===== config.mk =====
export PLATFORM = sky130hd
export DESIGN_NAME = txdesc_dma
export DESIGN_NICKNAME = d
export VERILOG_FILES = /design/src/rtl/txdesc_dma.sv
export SDC_FILE = /design/constraint.sdc
export NUM_CORES = 1
export LEC_CHECK = 0
export ABC_AREA = 1
export BUFFER_PORTS_ARGS = -buffer_cell sky130_fd_sc_hd__buf_2
export CORE_ASPECT_RATIO = 2
export CORE_MARGIN = 4
export CORE_UTILIZATION = 45
export DETAILED_ROUTE_END_ITERATION = 8
export PLACE_DENSITY = 0.67
export SLEW_MARGIN = 10
export SYNTH_ARGS = -nofsm -noshare
export SYNTH_HDL_FRONTEND = slang
export SYNTH_SLANG_ARGS = --single-unit
export TNS_END_PERCENT = 30

===== constraint.sdc =====
create_clock -name clk -period 2.9 [get_ports clk]
set_input_delay 0.58 -clock clk [delete_from_list [all_inputs] [get_ports clk]]
set_output_delay 0.58 -clock clk [all_outputs]
set_load 0.02 [all_outputs]

===== src/rtl/txdesc_dma.sv =====
module txdesc_dma #(
  parameter int LEN_W = 11
) (
  input  logic        clk,
  input  logic        rst_n,
  input  logic        reg_we,
  input  logic [1:0]  reg_sel,
  input  logic [31:0] reg_wdata,
  output logic        en_o,
  output logic        srst_o,
  output logic [31:0] head_o,
  output logic [31:0] cmpl_o,
  output logic        mem_en,
  output logic        mem_we,
  output logic [31:0] mem_addr,
  output logic [31:0] mem_wdata,
  input  logic [31:0] mem_rdata,
  output logic [7:0]  tx_data,
  output logic        tx_valid,
  output logic        tx_sop,
  output logic        tx_eop,
  input  logic        tx_ready
);
  localparam int OWN_B = 29;
  localparam int EOQ_B = 28;

  typedef enum logic [2:0] {
    S_IDLE, S_FMODE, S_FNEXT, S_FBUF, S_WREQ, S_WCAP, S_SEND, S_WB
  } st_t;

  st_t              st_q;
  logic             en_q, srst_q;
  logic [31:0]      head_q, cmpl_q, mode_q, next_q, word_q;
  logic [31:2]      buf_q;
  logic [LEN_W-1:0] bcnt_q;

  logic [LEN_W-1:0] plen, boff;
  logic             head_wr, launch, last, take;
  logic [31:0]      wb_mode;

  assign plen    = mode_q[LEN_W-1:0];
  assign boff    = {bcnt_q[LEN_W-1:2], 2'b00};
  assign last    = (bcnt_q == plen - LEN_W'(1));
  assign head_wr = reg_we && (reg_sel == 2'd1);
  assign launch  = (st_q == S_IDLE) && en_q && !srst_q && (head_q != 32'd0) && !head_wr;
  assign take    = tx_valid && tx_ready;
  assign wb_mode = (mode_q & ~(32'd1 << OWN_B)) | ((next_q == 32'd0) ? (32'd1 << EOQ_B) : 32'd0);

  assign en_o     = en_q;
  assign srst_o   = srst_q;
  assign head_o   = head_q;
  assign cmpl_o   = cmpl_q;
  assign tx_valid = (st_q == S_SEND);
  assign tx_data  = word_q[{bcnt_q[1:0], 3'b000} +: 8];
  assign tx_sop   = tx_valid && (bcnt_q == '0);
  assign tx_eop   = tx_valid && last;
  assign mem_we   = (st_q == S_WB);
  assign mem_wdata = wb_mode;

  always_comb begin
    mem_en   = 1'b0;
    mem_addr = head_q + 32'd12;
    case (st_q)
      S_IDLE:  mem_en = launch;
      S_FMODE: begin mem_en = mem_rdata[OWN_B]; mem_addr = head_q; end
      S_FNEXT: begin mem_en = 1'b1; mem_addr = head_q + 32'd4; end
      S_WREQ:  begin mem_en = 1'b1; mem_addr = {buf_q, 2'b00} + 32'(boff); end
      S_WB:    mem_en = 1'b1;
      default: ;
    endcase
  end

  always_ff @(posedge clk or negedge rst_n) begin
    if (!rst_n) begin
      st_q   <= S_IDLE;
      en_q   <= 1'b0;
      srst_q <= 1'b0;
      head_q <= '0;
      cmpl_q <= '0;
      mode_q <= '0;
      next_q <= '0;
      word_q <= '0;
      buf_q  <= '0;
      bcnt_q <= '0;
    end else if (srst_q) begin
      st_q   <= S_IDLE;
      srst_q <= 1'b0;
      head_q <= '0;
      cmpl_q <= '0;
      bcnt_q <= '0;
    end else begin
      if (reg_we && reg_sel == 2'd0) begin
        en_q <= reg_wdata[0];
        if (reg_wdata[1]) srst_q <= 1'b1;
      end
      if (reg_we && reg_sel == 2'd2) cmpl_q <= reg_wdata;
      case (st_q)
        S_IDLE: begin
          if (head_wr) head_q <= reg_wdata;
          else if (launch) st_q <= S_FMODE;
        end
        S_FMODE: begin
          mode_q <= mem_rdata;
          if (mem_rdata[OWN_B]) st_q <= S_FNEXT;
          else begin
            head_q <= '0;
            st_q   <= S_IDLE;
          end
        end
        S_FNEXT: begin
          next_q <= mem_rdata;
          st_q   <= S_FBUF;
        end
        S_FBUF: begin
          buf_q  <= mem_rdata[31:2];
          bcnt_q <= '0;
          st_q   <= (plen == '0) ? S_WB : S_WREQ;
        end
        S_WREQ: st_q <= S_WCAP;
        S_WCAP: begin
          word_q <= mem_rdata;
          st_q   <= S_SEND;
        end
        S_SEND: begin
          if (take) begin
            if (last) st_q <= S_WB;
            else begin
              bcnt_q <= bcnt_q + LEN_W'(1);
              if (bcnt_q[1:0] == 2'd3) st_q <= S_WREQ;
            end
          end
        end
        S_WB: begin
          head_q <= (head_wr && next_q == 32'd0) ? reg_wdata : next_q;
          st_q   <= S_IDLE;
        end
        default: st_q <= S_IDLE;
      endcase
    end
  end
endmodule


==> impl_metrics.tcl, run 1 <==
set metrics [dict create \
    multi_input_area_sq_um 5560 \
    drt-initial-drc-count 871 \
    via_count 11700 \
    cp-end-kind "output port" \
    timing.rr.start "mode_q[0]" \
    dp_cells 2128 \
    route.detailed.drc 0 \
    pre_cts_slack_ns -0.125 \
    switching_share_pct 47.2 \
    root_buffer "clkbuf_16" \
    drv_cap 0 \
    antenna_found_initial 0 \
    regArea_sq_um 5130 \
    p_sw_mw 7.35 \
    die_area_sq_um 28900 \
    holdBufCountCts 0 \
    r2r_cells 12 \
    die_w_um 122 \
    grt_usage_pct 27.4 \
    grt_first_pass_wirelength_um 61800 \
    p_total_mw 15.6 \
    slew_viol_final 0 \
    r2r_end "bcnt_q[10]" \
    dpl.hpwl_um 31500 \
    p_comb_share_pct 50.0 \
    power.density_nw_per_um2 1080 \
    synth.distinct_cells 46 \
    finalCritPeriodShare_pct 122 \
    first_pass_iters 5 \
    synthFlopType "dfrtp_1" \
    final_cell_area_sq_um 14400 \
    leakage_nw 7.38 \
    cts.sinks 205 \
    power_frac_seq_pct 32.7 \
    io_buffer_count 211 \
    synth_area_sq_um 11700 \
    vdd_drop_max_uv 648 \
    synth_edf_count 0 \
    tightest_slew_ns 0.703 \
    synth-seq-cells 205 \
    layout-drive-gt1-share_pct 22.0 \
    crit_start "st_q[1]" \
    fin_skew_ns 0.0124 \
    grt_pass1_vias 11500 \
    gp_congestion 0.970 \
    nFillCells 2529 \
    hold_ws_ns 0.0128 \
    rrSetupSlack_ns 0.56 \
    instances_no_fill 2173 \
    layout_commonest_cell "nand2_1" \
    worstSetupEndpoint "mem_addr[21]" \
    area_growth_pct 22.8 \
    async_flop_share_pct 100 \
    layout_common_cells "369 x nand2_1, 226 x o21ai_0, 204 x dfrtp_1" \
    cts.reportedPaths.clkPinSlew_ns 0.06 \
    syn_nets 1688 \
    overflow 0 \
    final_util_pct 56.2 \
    dpl_cell_area_sq_um 13300 \
    holdCritPathClass "primary input to async pin" \
    cp_slowest_stage_delay_ns 0.36 \
    slew_headroom_pct 52.8 \
    crit_fanout 3 \
    ant_nets 0 \
    violations "setup timing" \
    p_int_mw 8.23 \
    cts_buffers 20 \
    worstPathArrival_ns 2.95 \
    antenna_cells 0 \
    critPathKind "flip-flop to output port" \
    cts_tree "done" \
    io_pins 213 \
    p_clk_share_pct 17.3 \
    crit_required_ns 2.32 \
    fin_crit_ns 3.53 \
    final_net_count 1905 \
    wl_per_cell_um 18.6 \
    clock_latency_ns 0.51 \
    ys_seq_area_share_pct 43.7 \
    grt_max_degree 81 \
    clockBufferDepth 3 \
    setup_viol 28 \
    start_kind "flip-flop" \
    synthCells 1603 \
    syn_avg_cell_area_sq_um 7.32 \
    htree_levels 1 \
    initial_core_util_pct 45.8 \
    yosysWarnings 0 \
    cp_slowest_cell "dfrtp_1" \
    worst_slack_ns -0.633 \
    status "finished with violations" \
    vias_per_cell 5.40 \
    hold_viol 0 \
    row_count 83 \
    crit_chain "inv_2 -> nor2_4 -> nand2_4 -> ha_4 -> nand2_4 -> a21oi_4 -> nand2_2 -> nor2_2 -> buf_6 -> buf_4 -> nand2_4 -> nor2_4 -> buf_6 -> nand2_2 -> xor2_1 -> o22ai_1 -> buf_4" \
    drt-total-wl_um 40400 \
    grt_setup_unrepaired "yes" \
    fin_setup_tns_ns -11.36 \
    max_freq_mhz 283 \
    chipHeight_um 236 \
    crit_top_cell "nand2_4" \
    coreArea_sq_um 25700 \
]
[power by group through the flow]
stage                     Sequential, mW  Combinational [mW]  Clock (mW)
after detailed placement            5.08                7.33           0
after global routing                5.23                8.51        2.86
after global placement              5.06                7.25           0
after floorplan                     5.12                4.74           0
after CTS                           5.06                7.68        2.75
final                               5.09                7.79        2.70
[registers in the layout, summed over array words and instances (netlist names)]
signal	cells
srst_o	1
word_q	32
mode_q	31
cmpl_o	32
bcnt_q	11
buf_q	30
st_q	3
next_q	32
head_o	32
en_o	1
[critical path, delay by kind of cell, from the launching register on]
kind,cells,cell delay [ns]
compound gates,2,0.39
xor+xnor,1,0.14
fa+ha+maj,1,0.27
buf+inv,5,0.60
flops,1,0.36
simple gates,8,0.69
[worst min path at each step]
stage,from,endpoint,slack [ns],cells after the start
2_1_floorplan,rst_n,bcnt_q[0],0.28,0
3_3_place_gp,mode_q[28],mode_q[28],0.46,2
3_5_place_dp,mode_q[28],mode_q[28],0.47,2
4_1_cts,rst_n,mode_q[3],0.02,1
5_1_grt,rst_n,mode_q[3],0.04,1
6_report,rst_n,mode_q[3],0.01,1
[routing by layer]
metal	global-route usage (%)	up-vias	part of all wire (%)
met1	30.7	5514	36
li1	-	5658	-
met3	2.38	131	5.1
met2	49.4	434	52
met5	0	-	0
met4	16.1	0	6.8
[cell families after synthesis]
logic type,Yosys count,share of synthesized area (%)
simple gates,721,26.8
compound gates,328,14.8
buf+inv,309,11.1
flops,205,43.7
xor+xnor,23,1.72
fa+ha+maj,15,1.73
other cells,1,0.0319
mux,1,0.0853
[synth_stat cells, types with 2 or more instances]
cell type | number | share of area (%)
nand4_1 | 51 | 2.7
o211ai_1 | 4 | 0.26
clkbuf_1 | 48 | 1.5
nand2_2 | 5 | 0.27
o21ai_0 | 235 | 10
a21oi_1 | 27 | 1.2
or2_2 | 6 | 0.32
dfrtp_1 | 205 | 44
nor2_2 | 7 | 0.37
or2_0 | 2 | 0.11
nand3_1 | 110 | 4.7
nand2_1 | 384 | 12
nor3b_1 | 2 | 0.13
o221ai_1 | 2 | 0.15
inv_2 | 2 | 0.064
nor4_1 | 7 | 0.37
xor2_1 | 20 | 1.5
inv_1 | 209 | 6.7
a211oi_1 | 2 | 0.13
clkinv_1 | 2 | 0.064
buf_4 | 32 | 2.0
buf_2 | 15 | 0.64
o22ai_1 | 44 | 2.3
o21ai_1 | 6 | 0.26
ha_1 | 13 | 1.4
o21bai_1 | 2 | 0.13
fa_1 | 2 | 0.34
nand3b_1 | 6 | 0.38
nand3_2 | 2 | 0.17
xnor2_1 | 3 | 0.22
nor3_1 | 30 | 1.3
nor2_1 | 104 | 3.3
[timing repair]
| item | CTS | global route |
|---|---|---|
| setup endpoints to repair | 30 | 31 |
| cloned | 1 | 0 |
| buffers inserted | 4 | 5 |
| resized for setup | 86 | 26 |
| pin swaps | 17 | 15 |
[cell type report]
| cell class | count | share of cell area [%] |
|---|---|---|
| Tap cell | 340 | 2.95 |
| Timing Repair Buffer | 291 | 12.6 |
| Clock buffer | 27 | 4.01 |
| Sequential cell | 205 | 35.6 |
| Clock inverter | 8 | 0.686 |
| Inverter | 213 | 5.58 |
| Multi-Input combinational cell | 1089 | 38.6 |
Power figures use the tool's default switching activity.
==> inputs of run 2 (changes only) <==
--- a/config.mk
+++ b/config.mk
@@ -5,7 +5,6 @@
 export SDC_FILE = /design/constraint.sdc
 export NUM_CORES = 1
 export LEC_CHECK = 0
-export ABC_AREA = 1
 export BUFFER_PORTS_ARGS = -buffer_cell sky130_fd_sc_hd__buf_2
 export CORE_ASPECT_RATIO = 2
 export CORE_MARGIN = 4
==> impl_metrics.tcl, run 2 <==
set metrics [dict create \
    drt-total-wl_um 37400 \
    power.density_nw_per_um2 1140 \
    route.detailed.drc 0 \
    wl_met3_um 1200 \
    syn_avg_cell_area_sq_um 10.6 \
    slew_headroom_pct 55.1 \
    die_w_um 118 \
    hold_ws_ns 0.00337 \
    wl_per_cell_um 23.5 \
    power_frac_seq_pct 32.3 \
    cts.sinks 205 \
    synth_area_sq_um 11000 \
    fin_setup_tns_ns -11.82 \
    antenna_cells 0 \
    cp-end-kind "output port" \
    worstPathArrival_ns 2.97 \
    gp_congestion 0.942 \
    fin_skew_ns 0.0160 \
    worst_slack_ns -0.646 \
    root_buffer "clkbuf_16" \
    synthTopCellsByCount "205 x dfrtp_1, 124 x mux2_2, 116 x nand2_1, 64 x a22o_1" \
    async_flop_share_pct 100 \
    holdBufCountCts 0 \
    io_pins 213 \
    io_buffer_count 211 \
    fin_crit_ns 3.55 \
    vias_per_cell 5.81 \
    ys_seq_area_share_pct 46.7 \
    finalCritPeriodShare_pct 122 \
    synthCells 1036 \
    coreArea_sq_um 23900 \
    drv_cap 0 \
    hold_viol 0 \
    switching_share_pct 41.5 \
    grt_first_pass_wirelength_um 56900 \
    start_kind "flip-flop" \
    synthTopCellsByArea "dfrtp_1 47%, mux2_2 13%, a22o_1 5.1%, nand2_1 4.0%, xnor2_1 2.7%" \
    row_count 80 \
    layout_commonest_cell "dfrtp_1" \
    synth.distinct_cells 63 \
    via_count 9237 \
    multi_input_area_sq_um 5680 \
    yosysMostFrequentCell "dfrtp_1" \
    p_clk_share_pct 18.5 \
    p_int_mw 9.37 \
    crit_required_ns 2.32 \
    p_sw_mw 6.64 \
    clock_latency_ns 0.51 \
    layout_common_cells "204 x dfrtp_1, 187 x buf_2, 124 x mux2_2" \
    synth_top_area_cell "dfrtp_1" \
    status "finished with violations" \
    routed.top_layer "met4" \
    p_comb_share_pct 49.2 \
    holdCritPathClass "primary input to async pin" \
    slew_viol_final 0 \
    cts.reportedPaths.clkPinSlew_ns 0.07 \
    htree_levels 1 \
    syn_nets 1121 \
    cts_tree "done" \
    yosys.area.top_type_share_pct 46.7 \
    regArea_sq_um 5130 \
    final_net_count 1373 \
    routed-wl-met2_um 20700 \
    area_growth_pct 27.5 \
    max_freq_mhz 282 \
    synth_edf_count 0 \
    pre_cts_slack_ns -0.234 \
    antenna_found_initial 0 \
    critPathKind "flip-flop to output port" \
    wl_met1_um 12700 \
    tightest_slew_ns 0.672 \
    crit_fanout 4 \
    vdd_drop_max_uv 875 \
    layout-drive-gt1-share_pct 43.1 \
    setup_viol 28 \
    violations "setup timing" \
    overflow 0 \
    leakage_nw 6.36 \
    yosysWarnings 0 \
    dpl.hpwl_um 28700 \
    die_area_sq_um 27100 \
    grt_usage_pct 27.1 \
    grt_setup_unrepaired "yes" \
    rrSetupSlack_ns 0.06 \
    drt-initial-drc-count 581 \
    clockBufferDepth 3 \
    initial_core_util_pct 45.9 \
    ant_nets 0 \
    synthFlopType "dfrtp_1" \
    grt_max_degree 61 \
    first_pass_iters 5 \
    synth-seq-cells 205 \
    grt_pass1_vias 9780 \
    chipHeight_um 229 \
    cts_buffers 20 \
    nFillCells 2100 \
]
## run 2: layout make-up
| type | count | share of cell area (%) |
|---|---|---|
| clock inverter | 10 | 1.13 |
| sequential | 205 | 36.6 |
| multi-input combinational | 722 | 40.6 |
| timing repair buffer | 321 | 14.4 |
| clock buffer | 26 | 4.24 |
| inverter | 18 | 0.482 |
| tap | 287 | 2.56 |
## run 2: worst paths after layout
path | from | end | cells past startpoint
min in group clk | reg_wdata[25] | cmpl_o[25] | 2
worst max register to register | mode_q[1] | bcnt_q[0] | 10
worst min-delay path | rst_n | cmpl_o[16] | 1
worst min register to register | mode_q[30] | mode_q[30] | 1
worst max-delay path | bcnt_q[2] | mem_addr[28] | 12
max in group asynchronous | rst_n | cmpl_o[7] | 2
## run 2: cell families after synthesis
kind of cell	Yosys count	synth area share (%)
adder cells (fa/ha/maj)	15	1.84
AND/OR/NAND/NOR	302	13.7
multiplexers	137	14.8
other	1	0.0341
XOR/XNOR	62	4.94
flip-flops	205	46.7
buffers and inverters	109	4.86
AO/OA/AOI/OAI	205	13.1
## run 2: timing repair
action,4_1_cts,5_1_grt
gates cloned,0,0
setup buffers,2,2
pin swaps,18,11
hold endpoints to repair,0,0
endpoints found under the setup margin,29,40
resized for setup,54,28
## run 2: per-layer routing
layer,vias to the layer above,GRT usage [%]
li1,4228,-
met1,4600,27.7
met2,283,51.3
met3,126,2.86
met4,0,17.7
met5,-,0
## run 2: power groups by stage
| stage | logic, mW | clock network (mW) | registers, mW |
|---|---|---|---|
| after global routing | 8.44 | 3.12 | 5.30 |
| after global placement | 7.45 | 0 | 5.11 |
| after detailed placement | 7.59 | 0 | 5.17 |
| after floorplan | 4.86 | 0 | 5.19 |
| final | 7.88 | 2.97 | 5.17 |
| after CTS | 7.80 | 3.02 | 5.13 |
## run 2: metrics by stage
stage,power (mW),utilization [%],cell area (sq um),instances
detailed placement,12.8,54.1,12900,1549
global placement,12.6,54.1,12900,1549
CTS,16.0,58.0,13900,1587
floorplan,10.1,-,11100,1036
finish,16.0,58.6,14000,1589
global route,16.9,58.6,14000,1589
## run 2: critical path, stage by stage, from the launching register on
cell,delay [ns]
dfrtp_1,0.36
ha_2,0.19
inv_2,0.04
fa_2,0.34
nor2b_1,0.12
o21a_1,0.17
o21ai_2,0.07
a211o_1,0.32
a21oi_2,0.18
buf_6,0.14
a311oi_2,0.10
a311oi_2,0.23
buf_4,0.19
